===== src/rtl/wbs_pkg.sv =====
package wbs_pkg;

    localparam int OFF_W = 4;

    localparam logic [2:0] LEN_CODE_8  = 3'b010;
    localparam logic [2:0] LEN_CODE_16 = 3'b011;

    typedef enum logic [1:0] {
        ST_IDLE   = 2'd0,
        ST_PRIME  = 2'd1,
        ST_STREAM = 2'd2,
        ST_FINISH = 2'd3
    } wbs_state_e;

    typedef struct packed {
        logic valid;
        logic hold;
        logic done;
    } wbs_flags_t;

    // Only the 16-word code widens the group; all others fall back to 8.
    function automatic logic code_is_16(input logic [2:0] code);
        return code == LEN_CODE_16;
    endfunction

    // Advance the offset inside the aligned group.
    function automatic logic [OFF_W-1:0] wrap_next(input logic [OFF_W-1:0] off,
                                                   input logic wide);
        logic [OFF_W-1:0] nxt;
        if (wide) nxt = off + 4'd1;
        else      nxt = {off[3], off[2:0] + 3'd1};
        return nxt;
    endfunction

    function automatic logic [OFF_W-1:0] last_index(input logic wide);
        return wide ? 4'd15 : 4'd7;
    endfunction

endpackage


===== src/rtl/wbs_cfg_reg.sv =====
module wbs_cfg_reg
    import wbs_pkg::*;
(
    input  logic       clk,
    input  logic       rst,
    input  logic       cfg_wr,
    input  logic [2:0] cfg_len_code,
    input  logic       cfg_fall_edge,
    output logic       len16,
    output logic       fall_sel
);

    logic [2:0] code_q;
    logic       fall_q;

    always_ff @(posedge clk) begin
        if (rst) begin
            code_q <= LEN_CODE_8;
            fall_q <= 1'b0;
        end else if (cfg_wr) begin
            code_q <= cfg_len_code;
            fall_q <= cfg_fall_edge;
        end
    end

    assign len16    = code_is_16(code_q);
    assign fall_sel = fall_q;


    cfg_reset_default_chk: assert property (@(posedge clk)
        $past(rst) |-> (code_q == LEN_CODE_8 && !fall_q));

endmodule


===== src/rtl/wbs_addr_core.sv =====
module wbs_addr_core
    import wbs_pkg::*;
#(
    parameter int ADDR_W = 24
) (
    input  logic              clk,
    input  logic              rst,
    input  logic              burst_en,
    input  logic              start_req,
    input  logic              len16_cfg,
    input  logic [ADDR_W-1:0] start_addr,
    output logic [ADDR_W-1:0] addr_o,
    output wbs_flags_t        flags_o
);

    localparam int HI_W = ADDR_W - OFF_W;

    wbs_state_e        state_q;
    logic [HI_W-1:0]   hi_q;
    logic [OFF_W-1:0]  off_q;
    logic [OFF_W-1:0]  cnt_q;
    logic              wide_q;
    logic [ADDR_W-1:0] addr_q;
    wbs_flags_t        flags_q;
    logic [ADDR_W-1:0] word_now;

    assign word_now = {hi_q, off_q};

    always_ff @(posedge clk) begin
        if (rst) begin
            state_q <= ST_IDLE;
            hi_q    <= '0;
            off_q   <= '0;
            cnt_q   <= '0;
            wide_q  <= 1'b0;
            addr_q  <= '0;
            flags_q <= '0;
        end else if (!burst_en) begin
            state_q <= ST_IDLE;
            flags_q <= '0;
        end else begin
            unique case (state_q)
                ST_IDLE: begin
                    flags_q.done <= 1'b0;
                    if (start_req) begin
                        hi_q         <= start_addr[ADDR_W-1:OFF_W];
                        off_q        <= start_addr[OFF_W-1:0];
                        wide_q       <= len16_cfg;
                        flags_q.hold <= 1'b1;
                        state_q      <= ST_PRIME;
                    end
                end
                ST_PRIME: begin
                    flags_q.hold  <= 1'b0;
                    flags_q.valid <= 1'b1;
                    addr_q        <= word_now;
                    off_q         <= wrap_next(off_q, wide_q);
                    cnt_q         <= '0;
                    state_q       <= ST_STREAM;
                end
                ST_STREAM: begin
                    if (cnt_q == last_index(wide_q)) begin
                        flags_q.valid <= 1'b0;
                        flags_q.done  <= 1'b1;
                        state_q       <= ST_FINISH;
                    end else begin
                        addr_q <= word_now;
                        off_q  <= wrap_next(off_q, wide_q);
                        cnt_q  <= cnt_q + 4'd1;
                    end
                end
                ST_FINISH: begin
                    flags_q.done <= 1'b0;
                    state_q      <= ST_IDLE;
                end
                default: state_q <= ST_IDLE;
            endcase
        end
    end

    assign addr_o  = addr_q;
    assign flags_o = flags_q;


    valid_wait_excl_chk: assert property (@(posedge clk) disable iff (rst)
        flags_q.valid |-> !flags_q.hold);


    done_pulse_chk: assert property (@(posedge clk) disable iff (rst)
        flags_q.done |=> !flags_q.done);


    done_after_word_chk: assert property (@(posedge clk) disable iff (rst)
        $rose(flags_q.done) |-> $past(flags_q.valid));


    abort_idle_chk: assert property (@(posedge clk) disable iff (rst)
        !burst_en |=> (flags_q == '0));


    upper_hold_chk: assert property (@(posedge clk) disable iff (rst)
        (flags_q.valid && $past(flags_q.valid))
            |-> addr_q[ADDR_W-1:OFF_W] == $past(addr_q[ADDR_W-1:OFF_W]));


    wide_step_chk: assert property (@(posedge clk) disable iff (rst)
        (flags_q.valid && $past(flags_q.valid) && wide_q)
            |-> addr_q[3:0] == $past(addr_q[3:0]) + 4'd1);


    no_restart_chk: assert property (@(posedge clk) disable iff (rst)
        (flags_q.valid && $past(flags_q.valid)) |-> $stable(wide_q));

endmodule


===== src/rtl/wbs_edge_launch.sv =====
module wbs_edge_launch
    import wbs_pkg::*;
#(
    parameter int ADDR_W      = 24,
    parameter bit EDGE_SEL_EN = 1'b1
) (
    input  logic              clk,
    input  logic              rst,
    input  logic              fall_sel,
    input  logic [ADDR_W-1:0] addr_i,
    input  wbs_flags_t        flags_i,
    output logic [ADDR_W-1:0] addr_o,
    output wbs_flags_t        flags_o
);

    generate
        if (EDGE_SEL_EN) begin : g_dual
            logic [ADDR_W-1:0] addr_n;
            wbs_flags_t        flags_n;

            always_ff @(negedge clk) begin
                if (rst) begin
                    addr_n  <= '0;
                    flags_n <= '0;
                end else begin
                    addr_n  <= addr_i;
                    flags_n <= flags_i;
                end
            end

            assign addr_o  = fall_sel ? addr_n  : addr_i;
            assign flags_o = fall_sel ? flags_n : flags_i;


            fall_copy_chk: assert property (@(negedge clk) disable iff (rst)
                fall_sel |=> (flags_o == $past(flags_i)));
        end else begin : g_rise
            assign addr_o  = addr_i;
            assign flags_o = flags_i;
        end
    endgenerate

endmodule


===== src/rtl/wrap_burst_seq.sv =====
module wrap_burst_seq
    import wbs_pkg::*;
#(
    parameter int ADDR_W      = 24,
    parameter bit EDGE_SEL_EN = 1'b1
) (
    input  logic              clk,
    input  logic              rst,
    input  logic              cfg_wr,
    input  logic [2:0]        cfg_len_code,
    input  logic              cfg_fall_edge,
    input  logic              burst_en,
    input  logic              start_req,
    input  logic [ADDR_W-1:0] start_addr,
    output logic [ADDR_W-1:0] word_addr,
    output logic              data_valid,
    output logic              burst_wait,
    output logic              burst_done
);

    logic              len16;
    logic              fall_sel;
    logic [ADDR_W-1:0] core_addr;
    wbs_flags_t        core_flags;
    wbs_flags_t        out_flags;

    wbs_cfg_reg u_cfg (
        .clk           (clk),
        .rst           (rst),
        .cfg_wr        (cfg_wr),
        .cfg_len_code  (cfg_len_code),
        .cfg_fall_edge (cfg_fall_edge),
        .len16         (len16),
        .fall_sel      (fall_sel)
    );

    wbs_addr_core #(.ADDR_W(ADDR_W)) u_core (
        .clk        (clk),
        .rst        (rst),
        .burst_en   (burst_en),
        .start_req  (start_req),
        .len16_cfg  (len16),
        .start_addr (start_addr),
        .addr_o     (core_addr),
        .flags_o    (core_flags)
    );

    wbs_edge_launch #(.ADDR_W(ADDR_W), .EDGE_SEL_EN(EDGE_SEL_EN)) u_launch (
        .clk      (clk),
        .rst      (rst),
        .fall_sel (fall_sel),
        .addr_i   (core_addr),
        .flags_i  (core_flags),
        .addr_o   (word_addr),
        .flags_o  (out_flags)
    );

    assign data_valid = out_flags.valid;
    assign burst_wait = out_flags.hold;
    assign burst_done = out_flags.done;

endmodule


===== config.mk =====
export PLATFORM = sky130hd
export DESIGN_NAME = wrap_burst_seq
export DESIGN_NICKNAME = d
export VERILOG_FILES = /design/src/rtl/wbs_pkg.sv /design/src/rtl/wbs_cfg_reg.sv /design/src/rtl/wbs_addr_core.sv /design/src/rtl/wbs_edge_launch.sv /design/src/rtl/wrap_burst_seq.sv
export SDC_FILE = /design/constraint.sdc
export NUM_CORES = 1
export LEC_CHECK = 0
export ABC_CLOCK_PERIOD_IN_PS = 2400
export BUFFER_PORTS_ARGS = -buffer_cell sky130_fd_sc_hd__buf_2
export CAP_MARGIN = 25
export CORE_MARGIN = 8
export CORE_UTILIZATION = 55
export CTS_CLUSTER_SIZE = 8
export DETAILED_ROUTE_END_ITERATION = 16
export GPL_ROUTABILITY_DRIVEN = 1
export GPL_TIMING_DRIVEN = 0
export PLACE_DENSITY = 0.78
export SLEW_MARGIN = 40
export SYNTH_ARGS = -nofsm -noshare
export SYNTH_HDL_FRONTEND = slang
export SYNTH_SLANG_ARGS = --single-unit

===== constraint.sdc =====
create_clock -name clk -period 2.4 [get_ports clk]
set_clock_uncertainty 0.15 [all_clocks]
set_input_delay 0.36 -clock clk [delete_from_list [all_inputs] [get_ports clk]]
set_output_delay 0.36 -clock clk [all_outputs]
set_load 0.01 [all_outputs]

Word level (Yosys, flattened, before mapping):

Cells that the tools add are included.

* flip-flop bits (word level): 89
* input port bits: 33
* output and inout bits: 27
* logic and storage cells: 61

* add/subtract/negate cells: 3
* equality and inequality tests: 8
* muxes and demuxes: 20
* bitwise gates (word level): 1
* reductions and logical operators: 14

Operators with widths (number)
* $mux 24: 2
* $pmux 24 s2: 1
* $mux 4: 5
* $pmux 4 s3: 1
* $add 4x1->4 const B: 2
* $pmux 2 s4: 1
* $pmux 4 s2: 1
* $reduce_and 2->1: 4
* $pmux 1 s2: 3
* $reduce_and 3->1: 2
* $reduce_bool 2->1: 3
* $eq 2x2->1 const B: 2
* $eq 4x4->1: 1
* $mux 2: 2
* $ne 2x2->1 const B: 2
* $reduce_and 4->1: 1
* $reduce_or 2->1: 2
* $add 3x1->3 const B: 1
* $eq 3x2->1 const B: 1
* $mux 1: 3
* $mux 3: 1
* $reduce_bool 3->1: 1
* $eq 2x1->1 const B: 1
* $logic_not 2->1: 1
* other kinds (2): 2

Logic depth before layout (Yosys ltp):

Gate-level depths: netlist of the first run.

* depth in word-level cells: 4
* depth in mapped cells: 9
* depth with buffers taken out: 6

Cells and area by module:

A second synthesis of the first run with hierarchy kept.

* cell total of the unflattened synthesis: 386
* area total of the unflattened synthesis: 3622.2 µm²

By module, submodules not included
* wbs_addr_core: times used 1, cells an instance 284, area an instance 2311.0 µm², seq. area each 1161.1 µm²
* wbs_edge_launch: times used 1, cells an instance 87, area an instance 1159.9 µm², seq. area each 540.5 µm²
* wbs_cfg_reg: times used 1, cells an instance 15, area an instance 151.4 µm², seq. area each 80.1 µm²

==> results of run 1 <==
cells by family (layout without fill, tap and decap cells):
| group | after synthesis | in the layout |
|---|---|---|
| AO/OA/AOI/OAI | 69 | 69 |
| XOR/XNOR | 3 | 3 |
| adder cells (fa/ha/maj) | 8 | 8 |
| buffers and inverters | 31 | 129 |
| flip-flops | 89 | 89 |
| multiplexers | 35 | 35 |
| AND/OR/NAND/NOR | 155 | 155 |
timing repair:
| item | 4_1_cts | 5_1_grt |
|---|---|---|
| buffers inserted | 0 | 0 |
| setup endpoints to repair | 37 | 34 |
| gates resized for setup | 56 | 2 |
power groups by stage:
stage	clock [mW]	sequential [mW]	combinational, mW
after floorplan	0.0713	1.56	0.151
after global placement	0.0713	1.57	0.220
after detailed placement	0.0713	1.57	0.226
after CTS	1.23	1.55	0.242
after global routing	1.35	1.55	0.268
final	1.22	1.55	0.244
worst max path at each step:
stage,from,endpoint,slack (ps),cells past startpoint
5_1_grt,u_launch.g_dual.addr_n[17],word_addr[17],-430,2
4_1_cts,u_launch.g_dual.addr_n[3],word_addr[3],-400,2
6_report,u_launch.g_dual.addr_n[3],word_addr[3],-390,2
3_5_place_dp,rst,u_launch.g_dual.flags_n[1],-450,3
2_1_floorplan,rst,u_launch.g_dual.addr_n[14],-40,3
3_3_place_gp,rst,u_launch.g_dual.addr_n[17],-410,3
sequential cells by signal (all words and copies together) (netlist names):
register and flops:
u_cfg.code_q 3, u_cfg.fall_sel 1, u_core.addr_o 24, u_core.cnt_q 4, u_core.flags_o 3, u_core.hi_q 20
u_core.off_q 4, u_core.state_q 2, u_core.wide_q 1, u_launch.g_dual.addr_n 24, u_launch.g_dual.flags_n 3
synthesized netlist by cell type (all sizes together):
library cell  count
nand2           100
clkinv            1
a21oi            55
o21ai             3
nor2b            31
o31ai             1
nand2b            2
nand3             6
nand3b            1
inv               6
dfxtp            89
a311oi            1
a211oi            3
mux2i             7
a32o              1
xnor2             2
and2              1
buf              10
ha                8
o21a              2
a31oi             1
nor2              9
and3              1
o22ai             1
mux2             28
nor3              2
o31a              1
clkbuf           14
xor2              1
or3               2
through the flow:
step           cell area, um^2  setup WS [ps]  util (%)  hold WS, ps  std cells
2_1_floorplan             3520          -42.7         -          282        390
3_3_place_gp              3900           -408      62.1          287        524
3_5_place_dp              3900           -448      62.1          294        524
4_1_cts                   4470           -398      71.2         72.9        565
5_1_grt                   4470           -433      71.2         71.9        565
6_report                  4470           -391      71.2         76.4        565
layout by cell type (no fill, tap or decap), types with 3 or more instances in the layout:
cell / instances
clkbuf_8: 9
nand3_1: 6
ha_1: 8
buf_2: 36
nor2b_1: 31
clkbuf_2: 3
nor2_1: 9
mux2_4: 27
clkbuf_1: 10
buf_6: 27
dfxtp_1: 89
inv_1: 31
mux2i_1: 7
a21oi_1: 55
a211oi_1: 3
nand2_1: 100
per-layer routing:
| metal | share of wire, % | up-vias | GRT usage (%) | routed length (um) |
|---|---|---|---|---|
| met1 | 46 | 1368 | 22.4 | 3820 |
| met3 | 5.5 | 8 | 3.43 | 462 |
| li1 | - | 1468 | - | - |
| met4 | 0.78 | 0 | 6.79 | 65 |
| met5 | 0 | - | 0 | 0 |
| met2 | 48 | 64 | 31.0 | 4000 |
final cells by class:
cell class / count / area (um^2) / area share, %
tap: 77 / 96.3 / 2.16
inverter: 6 / 22.5 / 0.504
clock buffer: 9 / 124 / 2.77
buffer: 23 / 105 / 2.35
clock inverter: 34 / 178 / 3.98
sequential: 89 / 1780 / 39.9
timing repair buffer: 57 / 454 / 10.2
multi-input combinational: 270 / 1710 / 38.2
critical path: cells and delay by family, from the launching register on:
family   cells  cell delay (ps)
mux          1              270
flops        1              300
buf+inv      1              120
==> qor.csv, run 1 <==
stage,metric,value,unit
status,status,finished with violations,
status,violations,setup timing,
floorplan,row_count,29,
worst_setup_path,critical_path_class,register to primary output,
worst_setup_path,arrival,2280,ps
final_layout,antenna_cells,0,
pwr,power.internal,2.17,mW
clock_network,postCtsHoldBufs,0,
floorplan,initial_utilization,56.1,%
timing,slew_headroom,53.1,%
yosys,synth_compound_area_share,11.6,%
detailed_routing,viasPerCell,5.15,
global_routing,grt_pass1_wl,13200,um
hold_path,hold_path_startpoint,cfg_len_code[1],
floorplan,pin_count,60,
timing,tightest_slew,703,ps
global_routing,grt_pass1_vias,2897,
placed_design,dpl.hpwl,5660,um
timing,maxSlewViolCount,0,
yosys,yosysWarnings,0,
hold_path,min_path_type,input pin to register,
worst_setup_path,cp_slowest_cell,dfxtp_1,
worst_setup_path,r2r_end,u_core.addr_o[20],
timing,layout_setup_ws,-391,ps
clock_network,clockBufferDepth,2,
pwr,p_leak,1.90,nW
job,drv_cap,0,
final_layout,num-fill-cells,464,
detailed_routing,via_count,2908,
worst_setup_path,max_stage_delay,300,ps
floorplan,core,6280,um^2
detailed_routing,first_iter_violations,169,
yosys,syn_area,3520,um^2
detailed_routing,drt-total-wl,8350,um
worst_setup_path,crit_required,1890,ps
yosys,synthAdderAreaFrac,2.84,%
yosys,syn_nets,431,
floorplan,dieHeight,96.0,um
pwr,ir_worst_vdd,469,uV
detailed_routing,wire_per_inst,14.8,um
pwr,power_density,674,nW/um^2
pwr,switching_power,0.843,mW
worst_setup_path,r2r_start,u_core.state_q[0],
yosys,ys_seq_elements,89,
yosys,synth.area.mux_share,10.9,%
worst_setup_path,cp-start-kind,register,
hold_path,hold_end,u_cfg.code_q[1],
detailed_routing,remaining_drc_errors,0,
timing,final_hold_viol_count,0,
pwr,pwr-share-clk,40.5,%
floorplan,dieWidth,96.0,um
yosys,syn_avg_cell_area,9.02,um^2
detailed_routing,ant_nets,0,
clock_network,clk_pin_slew,80,ps
final_layout,drive_gt1_share,23.2,%
pwr,p_seq_share,51.3,%
global_routing,grt_max_degree,16,
pwr,p_comb_share,8.1,%
global_routing,antenna_found_initial,0,
timing,fin_tns_setup,-10000,ps
placed_design,port_buffers,57,
global_routing,overflow,0,
yosys,synth_top_area_share,50.6,%
yosys,synth_cell_types,34,
yosys,synth_top_area_cell,dfxtp_1,
final_layout,area_growth,27.0,%
worst_setup_path,crit_fanout,1,
yosys,synthTopCellsByArea,"dfxtp_1 51%, nand2_1 11%, mux2_1 9.0%, a21oi_1 7.8%, nor2b_1 5.5%",
worst_setup_path,end_kind,primary output,
clock_network,cts-root-buf,clkbuf_8,
timing,setup_viol,27,
clock_network,htreeDepth,3,
detailed_routing,first_pass_iters,5,
yosys,synth_top_family_by_area,simple AND/OR/NAND/NOR gates,
clock_network,clock_latency,350,ps
worst_setup_path,reg2reg_depth,8,
worst_setup_path,cp_cell_sequence,"mux2_4, buf_6",
yosys,netlist_instances,390,
clock_network,cts_tree,built,
worst_setup_path,regToRegSetupSlack,280,ps
timing,grt_setup_unrepaired,true,
floorplan,dieArea,9220,um^2
clock_network,cts_buffers,9,
yosys,yosys.area_share.simple,19.6,%
hold_path,hold_path_depth,3,
pwr,total_power,3.01,mW
yosys,seq_area_frac_synth,50.6,%
global_routing,grtUsageTotal,18.3,%
yosys,synthXorXnorAreaFrac,0.747,%
placed_design,place.gp.congestion,0.831,
clock_network,cts_sinks,89,
final_layout,fin_nets,524,
pwr,p_sw_share,28.0,%
(Power assumes the default switching activity.)
==> inputs of run 2 (changes only) <==
CORE_UTILIZATION = 40   (was 55)
PLACE_DENSITY = unset   (was 0.78)
SETUP_SLACK_MARGIN = 0.3   (was unset)
==> qor.csv, run 2 (synthesis gave the netlist of run 1 again) <==
stage,metric,value,unit,change
final_layout,num-fill-cells,829,,+79%
floorplan,row_count,34,,+17%
clock_network,cts_tree,built,,
clock_network,clockBufferDepth,2,,unchanged
floorplan,core,8640,um^2,+38%
pwr,p_seq_share,52.2,%,+0.9 points
global_routing,antenna_found_initial,0,,unchanged
floorplan,dieWidth,110,um,+14%
timing,setup_viol,27,,unchanged
final_layout,final_cell_mix,"100 x nand2_1, 88 x dfxtp_1, 55 x a21oi_1",,
worst_setup_path,crit_required,1890,ps,about the same
floorplan,pin_count,60,,unchanged
timing,tightest_slew,526,ps,-177 ps
final_layout,antenna_cells,0,,unchanged
worst_setup_path,crit_fanout,1,,unchanged
pwr,ir_worst_vdd,339,uV,-28%
worst_setup_path,reg2reg_depth,6,,-2
worst_setup_path,end_kind,primary output,,
detailed_routing,remaining_drc_errors,0,,unchanged
detailed_routing,ant_nets,0,,unchanged
clock_network,cts-root-buf,clkbuf_8,,
worst_setup_path,max_stage_delay,290,ps,about the same
timing,grt_setup_unrepaired,true,,
final_layout,area_growth,30.1,%,
global_routing,grtUsageTotal,14.6,%,-3.7 points
worst_setup_path,r2r_start,u_core.state_q[1],,
worst_setup_path,r2r_end,u_core.off_q[2],,
timing,layout_setup_ws,-387,ps,+3.89 ps
detailed_routing,via_count,2847,,-2.1%
floorplan,dieArea,12100,um^2,+31%
pwr,power_density,645,nW/um^2,-4.4%
final_layout,ff_latch_area,1790,um^2,+0.21%
clock_network,clk_pin_slew,100,ps,+20 ps
final_layout,drive_gt1_share,24.1,%,+0.93 points
final_layout,final_common_cell,nand2_1,,
timing,final_hold_viol_count,0,,unchanged
placed_design,dpl.hpwl,6020,um,+6.3%
pwr,power.internal,2.09,mW,-3.8%
detailed_routing,drt-total-wl,8280,um,-0.86%
timing,slew_headroom,64.9,%,+12 points
clock_network,htreeDepth,3,,unchanged
detailed_routing,first_iter_violations,107,,-37%
pwr,switching_power,0.865,mW,+2.6%
global_routing,grt_pass1_vias,2824,,-2.5%
clock_network,clock_latency,360,ps,about the same
hold_path,min_path_type,input pin to register,,
floorplan,dieHeight,110,um,+14%
pwr,p_sw_share,29.3,%,+1.3 points
global_routing,grt_max_degree,17,,+1
pwr,pwr-share-clk,38.9,%,-1.6 points
clock_network,cts_buffers,9,,unchanged
clock_network,cts_sinks,89,,unchanged
floorplan,initial_utilization,40.8,%,-15 points
placed_design,place.gp.congestion,0.791,,-4.8%
placed_design,pre_cts_slack,9.54,ps,+458 ps
detailed_routing,viasPerCell,4.76,,-7.5%
timing,maxSlewViolCount,0,,unchanged
detailed_routing,wire_per_inst,13.8,um,-6.3%
final_layout,fin_nets,526,,+0.38%
hold_path,hold_path_depth,3,,unchanged
pwr,p_leak,1.93,nW,+1.8%
pwr,total_power,2.95,mW,-2.0%
final_layout,post-route-util,53.0,%,-18 points
hold_path,hold_end,u_cfg.code_q[1],,
worst_setup_path,arrival,2280,ps,about the same
placed_design,port_buffers,57,,unchanged
worst_setup_path,regToRegSetupSlack,420,ps,+140 ps
job,drv_cap,0,,unchanged
worst_setup_path,cp_slowest_cell,dfxtp_1,,
global_routing,grt_pass1_wl,13600,um,+3.4%
pwr,p_comb_share,8.9,%,+0.8 points
status,violations,setup timing,,
status,status,finished with violations,,
timing,hold-worst-slack,60.6,ps,-15.8 ps
global_routing,overflow,0,,unchanged
final_layout,multi_input_area,1710,um^2,about the same
clock_network,postCtsHoldBufs,0,,unchanged
hold_path,hold_path_startpoint,cfg_len_code[1],,
worst_setup_path,cp-start-kind,register,,
worst_setup_path,cp_cell_sequence,"mux2_4, buf_6",,
worst_setup_path,critical_path_class,register to primary output,,
detailed_routing,first_pass_iters,4,,-1
## run 2: how the worst max path moves through the flow
stage,to,startpoint,slack (ps),depth (start not counted)
after floorplan,burst_done,u_launch.g_dual.flags_n[0],150,1
after global placement,word_addr[15],u_cfg.fall_sel,-60,4
after detailed placement,word_addr[2],u_launch.g_dual.addr_n[2],10,2
after CTS,word_addr[23],u_launch.g_dual.addr_n[23],-390,2
after global routing,word_addr[23],u_launch.g_dual.addr_n[23],-440,2
final,word_addr[13],u_launch.g_dual.addr_n[13],-390,2
## run 2: per-layer routing
metal / up-vias / wire length [um] / track usage [%]
li1: 1478 / - / -
met3: 13 / 421 / 3.22
met2: 67 / 3660 / 22.9
met1: 1289 / 4030 / 18.9
met5: - / 0 / 0
met4: 0 / 163 / 6.08
## run 2: metrics by stage
step | cell area (um^2) | TNS, ps | instances
after CTS | 4550 | -10310 | 597
after global routing | 4580 | -11230 | 598
after global placement | 4090 | -625 | 555
after floorplan | 3670 | 0 | 390
final | 4580 | -10000 | 598
after detailed placement | 4090 | 0 | 555
## run 2: worst max-delay path, delay by kind of cell, from the launching register on
family                 cells  cell delay (ps)
buffers and inverters      1              120
muxes                      1              260
DFF                        1              290
## run 2: area by class of cell
cell class	count	area share (%)
flip-flops and latches	89	39.0
multi-input cells	270	37.3
repair buffers	58	10.1
plain buffers	24	3.99
clock inverters	34	3.50
well taps	108	2.95
clock buffers	9	2.70
inverters	6	0.492
## run 2: timing repair
item / 4_1_cts / 5_1_grt
pin swaps: 0 / 2
buffers inserted: 0 / 1
endpoints found under the setup margin: 47 / 55
resized for setup: 29 / 10
## run 2: power groups by stage
stage | sequential (mW) | combinational [mW] | clock [mW]
final | 1.54 | 0.263 | 1.15
after floorplan | 1.56 | 0.171 | 0.0713
after detailed placement | 1.57 | 0.252 | 0.0713
after CTS | 1.54 | 0.262 | 1.18
after global routing | 1.55 | 0.292 | 1.30
after global placement | 1.57 | 0.247 | 0.0713
==> inputs of run 3 (changes only) <==
SETUP_SLACK_MARGIN = 0.1   (was 0.3)
==> qor.csv, run 3 (synthesis gave the netlist of run 1 again) <==
stage,metric,value,unit,change
status,violations,setup timing,,
clock_network,cts_sinks,89,,unchanged
placed_design,dp_cells,555,,unchanged
placed_design,dpl-instance-area,3950,um^2,-3.6%
final_layout,antenna_cells,0,,unchanged
status,status,finished with violations,,
timing,tightest_slew,725,ps,+199 ps
detailed_routing,drt-total-wl,8500,um,+2.7%
final_layout,final_cells,597,,-0.17%
worst_setup_path,critical_path_class,register to primary output,,
final_layout,final_common_cell,nand2_1,,
timing,maxSlewViolCount,0,,unchanged
timing,hold-worst-slack,62.1,ps,+1.53 ps
detailed_routing,first_pass_iters,4,,unchanged
global_routing,overflow,0,,unchanged
detailed_routing,first_iter_violations,126,,+18%
pwr,power_density,683,nW/um^2,+5.9%
clock_network,clock_latency,370,ps,about the same
final_layout,area_growth,28.9,%,
global_routing,antenna_found_initial,0,,unchanged
clock_network,clk_pin_slew,100,ps,about the same
worst_setup_path,crit_required,1890,ps,about the same
global_routing,grt_pass1_vias,2921,,+3.4%
timing,slew_headroom,51.6,%,-13 points
floorplan,dieHeight,110,um,unchanged
detailed_routing,ant_nets,0,,unchanged
floorplan,dieArea,12100,um^2,unchanged
global_routing,grt_max_degree,17,,unchanged
clock_network,postCtsHoldBufs,0,,unchanged
timing,fin_tns_setup,-10220,ps,-212 ps
final_layout,multi_input_area,1710,um^2,about the same
global_routing,grt_pass1_wl,14000,um,+2.8%
final_layout,final_cell_mix,"100 x nand2_1, 89 x dfxtp_1, 55 x a21oi_1",,
final_layout,fin_nets,525,,-0.19%
floorplan,initial_utilization,40.8,%,unchanged
worst_setup_path,crit_fanout,1,,unchanged
worst_setup_path,end_kind,primary output,,
timing,layout_setup_ws,-401,ps,-13.7 ps
worst_setup_path,regToRegSetupSlack,320,ps,-100 ps
pwr,p_leak,1.92,nW,-0.73%
floorplan,dieWidth,110,um,unchanged
worst_setup_path,arrival,2290,ps,about the same
timing,final_hold_viol_count,0,,unchanged
hold_path,min_path_type,input pin to register,,
pwr,ir_worst_vdd,300,uV,-11%
clock_network,cts_buffers,9,,unchanged
job,drv_cap,0,,unchanged
placed_design,pre_cts_slack,-119,ps,-129 ps
final_layout,design_area,4540,um^2,-0.96%
detailed_routing,viasPerCell,4.85,,+2.0%
final_layout,ff_latch_area,1780,um^2,-0.21%
clock_network,clockBufferDepth,2,,unchanged
detailed_routing,wire_per_inst,14.2,um,+2.9%
detailed_routing,via_count,2898,,+1.8%
timing,setup_viol,27,,unchanged
floorplan,row_count,34,,unchanged
floorplan,pin_count,60,,unchanged
timing,grt_setup_unrepaired,true,,
final_layout,drive_gt1_share,23.5,%,-0.56 points
floorplan,core,8640,um^2,unchanged
placed_design,port_buffers,57,,unchanged
worst_setup_path,cp-start-kind,register,,
final_layout,num-fill-cells,836,,+0.84%
placed_design,place.gp.congestion,0.808,,+2.2%
global_routing,grtUsageTotal,15.1,%,+0.49 points
clock_network,cts_tree,built,,
placed_design,dpl.hpwl,6010,um,-0.11%
detailed_routing,remaining_drc_errors,0,,unchanged
clock_network,htreeDepth,3,,unchanged
clock_network,cts-root-buf,clkbuf_8,,
## run 3: worst max-delay path, stage by stage (launching register included)
cell and delay [ps]:
dfxtp_1 300, mux2_4 260, buf_6 120
## run 3: worst paths after layout
| kind | to | start | cells past startpoint |
|---|---|---|---|
| hold / removal | u_core.hi_q[13] | start_addr[17] | 3 |
| setup reg to reg | u_core.off_q[2] | u_core.state_q[0] | 6 |
| hold reg to reg | u_core.addr_o[10] | u_core.hi_q[6] | 2 |
| setup / recovery | word_addr[23] | u_launch.g_dual.addr_n[23] | 2 |
## run 3: what timing repair did
item	4_1_cts	5_1_grt
gates cloned	0	0
setup buffers	0	1
resized for setup	47	7
setup endpoints to repair	27	37
pin swaps	0	1
## run 3: routing by layer
layer  vias up  GRT usage [%]  part of all wire (%)
met5         -              0                     0
li1       1479              -                     -
met1      1330           18.6                    45
met3        13           3.87                   7.6
met4         0           6.36                   1.8
met2        76           24.4                    46
## run 3: area by class of cell
cell class / count / area share [%]
inverter: 6 / 0.496
timing repair buffer: 58 / 10.2
clock buffer: 11 / 3.36
buffer: 23 / 2.34
clock inverter: 32 / 3.72
tap: 108 / 2.98
multi-input combinational: 270 / 37.6
sequential: 89 / 39.3
## run 3: per-stage QoR
step | total power, mW | util (%)
5_1_grt | 3.26 | 52.5
6_report | 3.10 | 52.5
2_1_floorplan | 1.79 | -
3_5_place_dp | 1.88 | 45.7
4_1_cts | 3.13 | 52.1
3_3_place_gp | 1.87 | 45.7
## run 3: report_power, final
group          internal, mW  switching [mW]
logic                 0.104           0.140
registers              1.52          0.0300
clock network         0.621           0.685
